$ cat src/rtl/cr_side_pkg.sv
package cr_side_pkg;
  localparam int IDX_W    = 5;
  localparam int NSEG     = 6;   // ES CS SS DS FS GS
  localparam int NGATED   = 4;   // first four are mode-gated
  localparam int CR0_ET   = 4;
  localparam int CR0_PG   = 31;
  localparam int CR4_PSE  = 4;
  localparam int CR4_PAE  = 5;
  localparam int CR4_PGE  = 7;
  localparam int EFER_LME = 8;
  localparam int EFER_LMA = 10;
  localparam int CSA_LONG = 0;
  localparam int IDX_EFER = 16;
  localparam int IDX_CSA  = 17;
  localparam int IDX_SEG0 = 18;

  typedef enum logic [3:0] {
    K_NONE, K_CR0, K_CR2, K_CR3, K_CR4, K_CR8, K_EFER, K_CSA, K_SEG, K_ILL
  } wr_kind_e;

  function automatic wr_kind_e classify(input logic [IDX_W-1:0] idx);
    wr_kind_e k;
    if (int'(idx) < 16) begin
      case (idx[3:0])
        4'd0:    k = K_CR0;
        4'd2:    k = K_CR2;
        4'd3:    k = K_CR3;
        4'd4:    k = K_CR4;
        4'd8:    k = K_CR8;
        default: k = K_ILL;
      endcase
    end else if (int'(idx) == IDX_EFER) begin
      k = K_EFER;
    end else if (int'(idx) == IDX_CSA) begin
      k = K_CSA;
    end else if (int'(idx) >= IDX_SEG0 && int'(idx) < IDX_SEG0 + NSEG) begin
      k = K_SEG;
    end else begin
      k = K_ILL;
    end
    return k;
  endfunction

  // Paging-structure bits of CR4 whose change invalidates all translations.
  function automatic logic cr4_flush_needed(input logic [31:0] oldv,
                                            input logic [31:0] newv);
    logic [31:0] t;
    t = oldv ^ newv;
    return t[CR4_PSE] | t[CR4_PAE] | t[CR4_PGE];
  endfunction

  function automatic logic bit_rises(input logic oldb, input logic newb);
    return !oldb && newb;
  endfunction

  function automatic logic bit_falls(input logic oldb, input logic newb);
    return oldb && !newb;
  endfunction
endpackage

$ cat src/rtl/cr_decode.sv
module cr_decode
  import cr_side_pkg::*;
(
  input  logic             wr_en,
  input  logic [IDX_W-1:0] wr_idx,
  output wr_kind_e         kind,
  output logic [NSEG-1:0]  seg_sel
);
  assign kind = wr_en ? classify(wr_idx) : K_NONE;

  for (genvar i = 0; i < NSEG; i++) begin : g_sel
    assign seg_sel[i] = (kind == K_SEG) && (int'(wr_idx) == IDX_SEG0 + i);
  end
endmodule

$ cat src/rtl/cr_ctrl_regs.sv
module cr_ctrl_regs
  import cr_side_pkg::*;
#(
  parameter int DW = 32   // at least 32: bit 31 of CR0 is paging
) (
  input  logic          clk,
  input  logic          rst_n,
  input  wr_kind_e      kind,
  input  logic [DW-1:0] wr_data,
  output logic [DW-1:0] cr0_q,
  output logic [DW-1:0] cr2_q,
  output logic [DW-1:0] cr3_q,
  output logic [DW-1:0] cr4_q,
  output logic [DW-1:0] cr8_q,
  output logic [DW-1:0] efer_q,
  output logic [DW-1:0] csa_q,
  output logic          flush_all,
  output logic          flush_ng,
  output logic          pg_toggle,
  output logic          lm_enter,
  output logic          lm_exit
);
  localparam logic [DW-1:0] ET_MASK = {{(DW-1){1'b0}}, 1'b1} << CR0_ET;

  logic cr4_flush;

  assign pg_toggle = (kind == K_CR0) && (cr0_q[CR0_PG] != wr_data[CR0_PG]);
  assign cr4_flush = (kind == K_CR4) && cr4_flush_needed(cr4_q[31:0], wr_data[31:0]);
  assign lm_enter  = (kind == K_CSA) && bit_rises(csa_q[CSA_LONG], wr_data[CSA_LONG]);
  assign lm_exit   = (kind == K_CSA) && bit_falls(csa_q[CSA_LONG], wr_data[CSA_LONG]);

  always_ff @(posedge clk) begin
    if (!rst_n) begin
      cr0_q     <= ET_MASK;
      cr2_q     <= '0;
      cr3_q     <= '0;
      cr4_q     <= '0;
      cr8_q     <= '0;
      efer_q    <= '0;
      csa_q     <= '0;
      flush_all <= 1'b0;
      flush_ng  <= 1'b0;
    end else begin
      flush_all <= pg_toggle | cr4_flush;
      flush_ng  <= (kind == K_CR3);
      case (kind)
        K_CR0: begin
          cr0_q <= wr_data | ET_MASK;
          if (pg_toggle && efer_q[EFER_LME])
            efer_q[EFER_LMA] <= wr_data[CR0_PG];
        end
        K_CR2:   cr2_q  <= wr_data;
        K_CR3:   cr3_q  <= wr_data;
        K_CR4:   cr4_q  <= wr_data;
        K_CR8:   cr8_q  <= wr_data;
        K_EFER:  efer_q <= wr_data;
        K_CSA:   csa_q  <= wr_data;
        default: ;
      endcase
    end
  end


  et_forced_chk: assert property (@(posedge clk) disable iff (!rst_n)
    (kind == K_CR0) |=> cr0_q[CR0_ET]);


  lma_follow_chk: assert property (@(posedge clk) disable iff (!rst_n)
    (pg_toggle && efer_q[EFER_LME]) |=> (efer_q[EFER_LMA] == $past(wr_data[CR0_PG])));


  pg_flush_chk: assert property (@(posedge clk) disable iff (!rst_n)
    pg_toggle |=> flush_all);


  flush_source_chk: assert property (@(posedge clk) disable iff (!rst_n)
    flush_all |-> $past(kind == K_CR0 || kind == K_CR4));


  ng_flush_chk: assert property (@(posedge clk) disable iff (!rst_n)
    (kind == K_CR3) |=> (flush_ng && !flush_all));


  cr4_quiet_chk: assert property (@(posedge clk) disable iff (!rst_n)
    (kind == K_CR4 && cr4_q[CR4_PSE] == wr_data[CR4_PSE] &&
     cr4_q[CR4_PAE] == wr_data[CR4_PAE] && cr4_q[CR4_PGE] == wr_data[CR4_PGE])
    |=> !flush_all);
endmodule

$ cat src/rtl/seg_base_file.sv
module seg_base_file
  import cr_side_pkg::*;
#(
  parameter int DW = 32
) (
  input  logic               clk,
  input  logic               rst_n,
  input  logic [NSEG-1:0]    seg_we,
  input  logic [DW-1:0]      wr_data,
  input  logic               lma,
  input  logic               cs_long,
  input  logic               lm_enter,
  input  logic               lm_exit,
  output logic [NSEG*DW-1:0] base_q,
  output logic [NSEG*DW-1:0] eff_q,
  output logic               gate_open
);
  localparam int GW = NGATED * DW;

  logic gated_we;

  assign gate_open = !(lma && cs_long);
  assign gated_we  = |seg_we[NGATED-1:0];

  for (genvar i = 0; i < NSEG; i++) begin : g_seg
    logic [DW-1:0] base_r;
    logic [DW-1:0] eff_r;

    always_ff @(posedge clk) begin
      if (!rst_n) base_r <= '0;
      else if (seg_we[i]) base_r <= wr_data;
    end

    if (i < NGATED) begin : g_gated
      always_ff @(posedge clk) begin
        if (!rst_n)                       eff_r <= '0;
        else if (lm_enter)                eff_r <= '0;
        else if (lm_exit)                 eff_r <= base_r;
        else if (seg_we[i] && gate_open)  eff_r <= wr_data;
      end
    end else begin : g_free
      always_ff @(posedge clk) begin
        if (!rst_n)         eff_r <= '0;
        else if (seg_we[i]) eff_r <= wr_data;
      end


      free_update_chk: assert property (@(posedge clk) disable iff (!rst_n)
        seg_we[i] |=> (eff_r == $past(wr_data)));
    end

    assign base_q[i*DW +: DW] = base_r;
    assign eff_q[i*DW +: DW]  = eff_r;
  end


  gate_hold_chk: assert property (@(posedge clk) disable iff (!rst_n)
    (gated_we && !gate_open) |=> $stable(eff_q[GW-1:0]));


  enter_clear_chk: assert property (@(posedge clk) disable iff (!rst_n)
    lm_enter |=> (eff_q[GW-1:0] == '0));


  exit_reload_chk: assert property (@(posedge clk) disable iff (!rst_n)
    lm_exit |=> (eff_q[GW-1:0] == $past(base_q[GW-1:0])));
endmodule

$ cat src/rtl/cr_side_unit.sv
module cr_side_unit
  import cr_side_pkg::*;
#(
  parameter int DW = 32
) (
  input  logic               clk,
  input  logic               rst_n,
  input  logic               wr_en,
  input  logic [4:0]         wr_idx,
  input  logic [DW-1:0]      wr_data,
  output logic [DW-1:0]      cr0_q,
  output logic [DW-1:0]      cr2_q,
  output logic [DW-1:0]      cr3_q,
  output logic [DW-1:0]      cr4_q,
  output logic [DW-1:0]      cr8_q,
  output logic [DW-1:0]      efer_q,
  output logic [DW-1:0]      cs_attr_q,
  output logic [6*DW-1:0]    seg_base_q,
  output logic [6*DW-1:0]    seg_eff_q,
  output logic               flush_all,
  output logic               flush_nonglobal,
  output logic               wr_illegal
);
  wr_kind_e        kind;
  logic [NSEG-1:0] seg_sel;
  logic            pg_toggle;
  logic            lm_enter;
  logic            lm_exit;
  logic            gate_open;

  cr_decode u_decode (
    .wr_en   (wr_en),
    .wr_idx  (wr_idx),
    .kind    (kind),
    .seg_sel (seg_sel)
  );

  cr_ctrl_regs #(.DW(DW)) u_ctrl (
    .clk       (clk),
    .rst_n     (rst_n),
    .kind      (kind),
    .wr_data   (wr_data),
    .cr0_q     (cr0_q),
    .cr2_q     (cr2_q),
    .cr3_q     (cr3_q),
    .cr4_q     (cr4_q),
    .cr8_q     (cr8_q),
    .efer_q    (efer_q),
    .csa_q     (cs_attr_q),
    .flush_all (flush_all),
    .flush_ng  (flush_nonglobal),
    .pg_toggle (pg_toggle),
    .lm_enter  (lm_enter),
    .lm_exit   (lm_exit)
  );

  seg_base_file #(.DW(DW)) u_seg (
    .clk       (clk),
    .rst_n     (rst_n),
    .seg_we    (seg_sel),
    .wr_data   (wr_data),
    .lma       (efer_q[EFER_LMA]),
    .cs_long   (cs_attr_q[CSA_LONG]),
    .lm_enter  (lm_enter),
    .lm_exit   (lm_exit),
    .base_q    (seg_base_q),
    .eff_q     (seg_eff_q),
    .gate_open (gate_open)
  );

  always_ff @(posedge clk) begin
    if (!rst_n) wr_illegal <= 1'b0;
    else        wr_illegal <= (kind == K_ILL);
  end


  illegal_inert_chk: assert property (@(posedge clk) disable iff (!rst_n)
    (kind == K_ILL) |=> (wr_illegal && !flush_all && !flush_nonglobal &&
      $stable(cr0_q) && $stable(cr4_q) && $stable(efer_q) && $stable(cs_attr_q) &&
      $stable(seg_base_q) && $stable(seg_eff_q)));


  idle_quiet_chk: assert property (@(posedge clk) disable iff (!rst_n)
    !wr_en |=> (!flush_all && !flush_nonglobal && !wr_illegal && $stable(cr0_q) &&
      $stable(seg_eff_q)));
endmodule

$ cat config.mk
export PLATFORM = sky130hd
export DESIGN_NAME = cr_side_unit
export DESIGN_NICKNAME = d
export VERILOG_FILES = /design/src/rtl/cr_side_pkg.sv /design/src/rtl/cr_decode.sv /design/src/rtl/cr_ctrl_regs.sv /design/src/rtl/seg_base_file.sv /design/src/rtl/cr_side_unit.sv
export SDC_FILE = /design/constraint.sdc
export NUM_CORES = 1
export LEC_CHECK = 0
export BUFFER_PORTS_ARGS = -buffer_cell sky130_fd_sc_hd__buf_2
export CAP_MARGIN = 10
export CORE_AREA = 2 2 252 254
export DETAILED_ROUTE_END_ITERATION = 16
export DIE_AREA = 0 0 254 256
export PLACE_DENSITY_LB_ADDON = 0.1
export SLEW_MARGIN = 30
export SYNTH_ARGS = -nofsm -noshare
export SYNTH_HDL_FRONTEND = slang
export SYNTH_SLANG_ARGS = --single-unit
$ cat constraint.sdc
create_clock -name clk -period 2.03 [get_ports clk]
set_input_delay 0.5075 -clock clk [delete_from_list [all_inputs] [get_ports clk]]
set_output_delay 0.5075 -clock clk [all_outputs]
set_load 0.005 [all_outputs]
# After elaboration in Yosys (flattened, before gate mapping)
# Index checks and enable logic that the tools add are counted.
word_totals:
  regBits: 546
  input_bits: 40
  output_inout_bits: 611
  word_cells: 98
op_classes:
  order_cmp: 3
  eq_ne: 23
  n_mux: 16
  bitwise_logic: 5
  n_reduce_logical: 30
ops:
  columns: ["cell", "count"]
  rows:
  - ["$mux W32", 8]
  - ["$eq A5 B5 Y1 const B", 8]
  - ["$eq A4 B3 Y1 const B", 5]
  - ["$pmux W4 S5", 1]
  - ["$logic_and A1 B1 Y1", 19]
  - ["$eq A4 B2 Y1 const B", 4]
  - ["$mux W4", 4]
  - ["$eq A4 B4 Y1 const B", 3]
  - ["$lt A5 B5 Y1 const B", 2]
  - ["$reduce_bool A2 Y1", 5]
  - ["$xor A8 B8 Y8", 1]
  - ["$ge A5 B5 Y1 const B", 1]
  - ["$eq A4 B1 Y1 const B", 1]
  - ["$logic_not A4 Y1", 1]
  - ["$logic_not A1 Y1", 3]
  - ["$or A1 B1 Y1", 3]
  - ["$mux W1", 2]
  - ["$ne A2 B2 Y1 const B", 1]
  - ["$pmux W1 S2", 1]
  - ["$reduce_and A2 Y1", 1]
  - ["$reduce_or A2 Y1", 1]
  - ["$ne A1 B1 Y1", 1]
  - ["$not A1 Y1", 1]

# Longest topological paths before layout
logic_depth:
  word_depth: 12
  depth_mapped: 8

# By module
# From an unflattened synthesis, not the netlist that was laid out.
unflattened:
  hier_cells: 2472
  area_unflattened_um2: 23014.6
modules_own_cells:
  columns: ["mod", "n_inst", "cells_per_inst", "area_per_inst_um2"]
  rows:
  - ["seg_base_file", 1, 1435, 14375.0]
  - ["cr_ctrl_regs", 1, 1006, 8406.8]
  - ["cr_decode", 1, 28, 180.2]
  - ["cr_side_unit", 1, 3, 52.6]

# Worst setup path before layout
# No wires, ideal clock.
synth_timing:
  path_type: "input to register"
  from: "input port wr_idx[2]"
  to: "register u_seg.g_seg[0].eff_r[10]"
  setup_time_ns: 0.133
  t_arrival_ns: 1.832
  required_ns: 1.897
  slack_ns: 0.066
  cell_stages: 8
  path_buffers: 4
  path_cell_list: "buf_2 or2_2 buf_2 o31a_4 buf_6 clkbuf_2 o21ai_0 a21oi_1"
synth_between:
  elab_chain_len: 11
  word_cells_on_any_way: 27
synth_lines:
  columns: ["element", "line_no", "source"]
  rows:
  - ["start, declared", "cr_side_unit.sv:9", "input logic [4:0] wr_idx,"]
  - ["$ge A5 B5 Y1 or $lt A5 B5 Y1 (tied branches)", "cr_side_pkg.sv:36", "end else if (int'(idx) >= IDX_SEG0 && int'(idx) < IDX_SEG0 + NSEG) begin"]
  - ["$logic_and A1 B1 Y1", "cr_side_pkg.sv:36", null]
  - ["$mux W1", "cr_side_pkg.sv:36", null]
  - ["$mux W4", "cr_side_pkg.sv:34", "end else if (int'(idx) == IDX_CSA) begin"]
  - ["$mux W4", "cr_side_pkg.sv:32", "end else if (int'(idx) == IDX_EFER) begin"]
  - ["$mux W4", "cr_side_pkg.sv:23", "if (int'(idx) < 16) begin"]
  - ["$mux W4", "cr_decode.sv:9", "assign kind = wr_en ? classify(wr_idx) : K_NONE;"]
  - ["$eq A4 B4 Y1", "cr_decode.sv:12", "assign seg_sel[i] = (kind == K_SEG) && (int'(wr_idx) == IDX_SEG0 + i);"]
  - ["$logic_and A1 B1 Y1", "cr_decode.sv:12", null]
  - ["$logic_and A1 B1 Y1", "seg_base_file.sv:39", "else if (seg_we[i] && gate_open) eff_r <= wr_data;"]
  - ["$reduce_bool A2 Y1 (no line)", null, null]
  - ["end signal, assigned", "seg_base_file.sv:38", "else if (lm_exit) eff_r <= base_r;"]
  - ["end signal, assigned", "seg_base_file.sv:39", null]
  - ["end, declared", "seg_base_file.sv:27", "logic [DW-1:0] eff_r;"]
# Parallel ways exist; a longest one is shown, timed or not.
# A chain may end at the register's enable or synchronous reset.

# Worst setup path after layout
layout_timing:
  from: "register u_ctrl.csa_q[0]"
  to: "register u_seg.g_seg[1].eff_r[8]"
layout_between:
  elab_chain_len: 4
  word_cells_on_any_way: 11
layout_lines:
  columns: ["element", "line_no", "source"]
  rows:
  - ["start, declared", "cr_ctrl_regs.sv:16", "output logic [DW-1:0] csa_q,"]
  - ["start signal, assigned", "cr_ctrl_regs.sv:57", "K_CSA: csa_q <= wr_data;"]
  - ["$logic_and A1 B1 Y1 or $logic_not A1 Y1 (tied branches)", "seg_base_file.sv:22, cr_side_pkg.sv:53", null]
  - ["$logic_not A1 Y1 or $logic_and A1 B1 Y1 (tied branches)", "seg_base_file.sv:22, cr_side_pkg.sv:53", null]
  - ["$logic_and A1 B1 Y1, on equally long branches", "seg_base_file.sv:39, cr_ctrl_regs.sv:29", null]
  - ["$reduce_bool A2 Y1 (no line) or $reduce_or A2 Y1 (tied branches)", null, null]
  - ["end signal, assigned", "seg_base_file.sv:38", null]
  - ["end signal, assigned", "seg_base_file.sv:39", null]
  - ["end, declared", "seg_base_file.sv:27", null]
# Parallel ways exist; a longest one is shown, timed or not.

==> results.ini <==
[outcome]
outcome = complete, no violations

[die]
fp.dieH_um = 256
die_area_um2 = 65000
io_pins = 651
die_x_um = 254
rows = 92
core_area_um2 = 62400
initial_core_util = 0.347

[global_route]
first_global_vias = 18500
grt.total_usage = 0.257
grt_max_degree = 156
antenna_found_initial = 3
grt_pass1_wl_mm = 126
gr-total-overflow = 0

[clock_tree]
clock_latency_ns = 0.60
postCtsResizedCells = 0
ctsHtreeMaxLevel = 3
cts-hold-fix-buffers = 0
cts_tree = built
cts_sinks = 546
cts_made_buffers = 66
root_buffer = clkbuf_16
clk_path_buf_depth = 3
path_clk_slew_ns = 0.06
cts_setup_buffers = 0

[timing]
final.min_clock_period_ns = 1.80
setup_violations = 0
finalHoldViolations = 0
setup_tns_ns = 0
maxSlewViolCount = 0
timing.final.crit_share = 0.886
slew_headroom = 0.492
tightest_slew_ns = 0.762
fmax_mhz = 556
finalClockSkew_ns = 0.0198
rsz0062_at_grt = no

[synth]
synth-compound-area-share = 0.210
ys_ff_latch = 546
syn_area_um2 = 21700
synth_top_family_by_area = compound AO/OA/AOI/OAI gates
synth.distinct_cells = 43
synth-edff-count = 0
synth_top_area_frac = 0.504
post-synth-top-area-cell = dfxtp_1
synthMuxAreaShare = 0.0291
yosys.area_share.simple = 0.182
postSynthCellCount = 2644
synth_area_leaders = dfxtp_1 50%, nand2_1 17%, a21boi_0 13%
synth.avg_cell_area_um2 = 8.20
synth_nets = 2684
synth_seq_area_share = 0.504
synth_fa_ha_area_frac = 0
synth-main-ff-cell = dfxtp_1
async_reset_ff_frac = 0
yosys_warnings = 0
synth-xor-area-share = 0.00162

[routing]
wl_per_cell_um = 21.7
drc = 0
vias = 20000
routed_wl_mm = 86.8
drtIter0Drc = 1294
routed_via_density = 4.99
ant_nets = 0
first_pass_iters = 5

[placement]
place.gp.congestion = 0.818
port_buffers = 649
dp_hpwl_mm = 59.5

[worst_setup_path]
worstPathMaxFanout = 60
crit_start = u_ctrl.csa_q[0]
crit_type = flop to flop
r2r_slack_ns = 0.23
required_ns = 2.46
critPathLaunchType = flop
r2r_start = u_ctrl.csa_q[0]
cp-endpoint = u_seg.g_seg[1].eff_r[8]
crit_arrival_ns = 2.23
reg2regPathDepth = 6
end_kind = flop
reg2reg_to = u_seg.g_seg[1].eff_r[8]

[power]
p_leak_nw = 12.0
p_sw_frac = 0.235
power.internal_mw = 18.2
design_power_total_mw = 23.8
switchingPower_mw = 5.59
peakVddDrop_uv = 606
power_density_nw_per_um2 = 857
clkPwrFrac = 0.498
power_frac_seq = 0.455
combPwrFrac = 0.047

[min_path]
hp-class = input port to flop

[cells_and_area]
layout_common_cells = 966 x nand2_1, 648 x buf_2, 546 x dfxtp_1, 367 x a21boi_0, 124 x o21ai_0
drive_gt1_frac = 0.270
antennaDiodeCount = 0
layout_commonest_cell = nand2_1
syn_to_final_growth_pct = 28.3
fin_nets = 3153

[job]
cap_violations = 0

[sequential cells by signal, indices dropped and copies added, names as in the netlist]
| name | cells |
|---|---|
| u_ctrl.cr0_q | 31 |
| u_ctrl.cr2_q | 32 |
| u_ctrl.cr3_q | 32 |
| u_ctrl.cr4_q | 32 |
| u_ctrl.cr8_q | 32 |
| u_ctrl.csa_q | 32 |
| u_ctrl.efer_q | 32 |
| u_ctrl.flush_all | 1 |
| u_ctrl.flush_ng | 1 |
| u_seg.g_seg.base_r | 192 |
| u_seg.g_seg.eff_r | 128 |
| wr_illegal | 1 |
[per-layer routing]
| layer | vias to the layer above | track usage | wire length, µm |
|---|---|---|---|
| met1 | 9690 | 0.328 | 37000 |
| met4 | 4 | 0.0848 | 2320 |
| li1 | 9513 | - | - |
| met3 | 114 | 0.0674 | 6730 |
| met5 | - | 0 | 28 |
| met2 | 650 | 0.419 | 40700 |
[Yosys cell counts (all sizes together), types with 2 or more instances]
cell and instances:
nand2 969, dfxtp 546, a21boi 414, clkbuf 202, o21ai 129, buf 128, a21oi 66, a31oi 64
mux2i 63, nor2 13, and2 6, nand3 4, and4b 3, inv 3, nand4 3, nand4b 3
nor3 3, xor2 3, and4 2, nand2b 2, nor2b 2, nor4b 2
[critical path, stage by stage (launching register included)]
cell     delay (ns)
dfxtp_1        0.43
nor4b_1        0.27
buf_4          0.18
nand2_4        0.09
buf_4          0.33
o21ai_0        0.25
a31oi_1        0.07
[cells by family after synthesis]
group	Yosys count
other	1
buffers and inverters	333
muxes	63
AOI/OAI and AO/OA	680
DFF	546
and+or+nand+nor	1017
xor gates and xnor gates	4
[through the flow]
stage / hold slack, ns / area, µm² / std cells / util / setup WS [ns]
floorplan: 0.451 / 21700 / 2644 / - / 0.0655
global placement: 0.437 / 25600 / 3891 / 0.411 / -0.0198
detailed placement: 0.444 / 25600 / 3891 / 0.411 / -0.101
CTS: 0.199 / 27800 / 4005 / 0.446 / 0.226
global route: 0.220 / 27800 / 4005 / 0.446 / 0.0958
finish: 0.231 / 27800 / 4005 / 0.446 / 0.231
[worst min-delay path by stage]
stage                           startpoint                to  slack, ns  depth (start not counted)
final                                rst_n  u_ctrl.csa_q[17]       0.23                          2
after global routing                 rst_n  u_ctrl.cr4_q[20]       0.22                          2
after CTS                            rst_n  u_ctrl.cr4_q[17]       0.20                          2
after detailed placement  u_ctrl.cr8_q[30]  u_ctrl.cr8_q[30]       0.44                          2
after global placement     u_ctrl.cr0_q[6]   u_ctrl.cr0_q[6]       0.44                          2
after floorplan            u_ctrl.cr0_q[0]   u_ctrl.cr0_q[0]       0.45                          2
[power groups by stage]
| stage | logic (mW) | clock network, mW | registers [mW] |
|---|---|---|---|
| 2_1_floorplan | 0.607 | 0 | 11.1 |
| 3_3_place_gp | 1.12 | 0 | 11.1 |
| 3_5_place_dp | 1.13 | 0 | 11.1 |
| 4_1_cts | 1.14 | 12.1 | 10.8 |
| 5_1_grt | 1.21 | 12.6 | 10.9 |
| 6_report | 1.13 | 11.9 | 10.8 |
[area by class of cell]
type	instances	area (µm²)
tap	846	1060
timing repair buffer	731	4370
multi-input combinational	1765	9250
clock buffer	99	2000
inverter	3	11.3
fill	6293	34600
clock inverter	15	180
sequential	546	10900
Note: power is estimated with default switching activity, not from simulation.
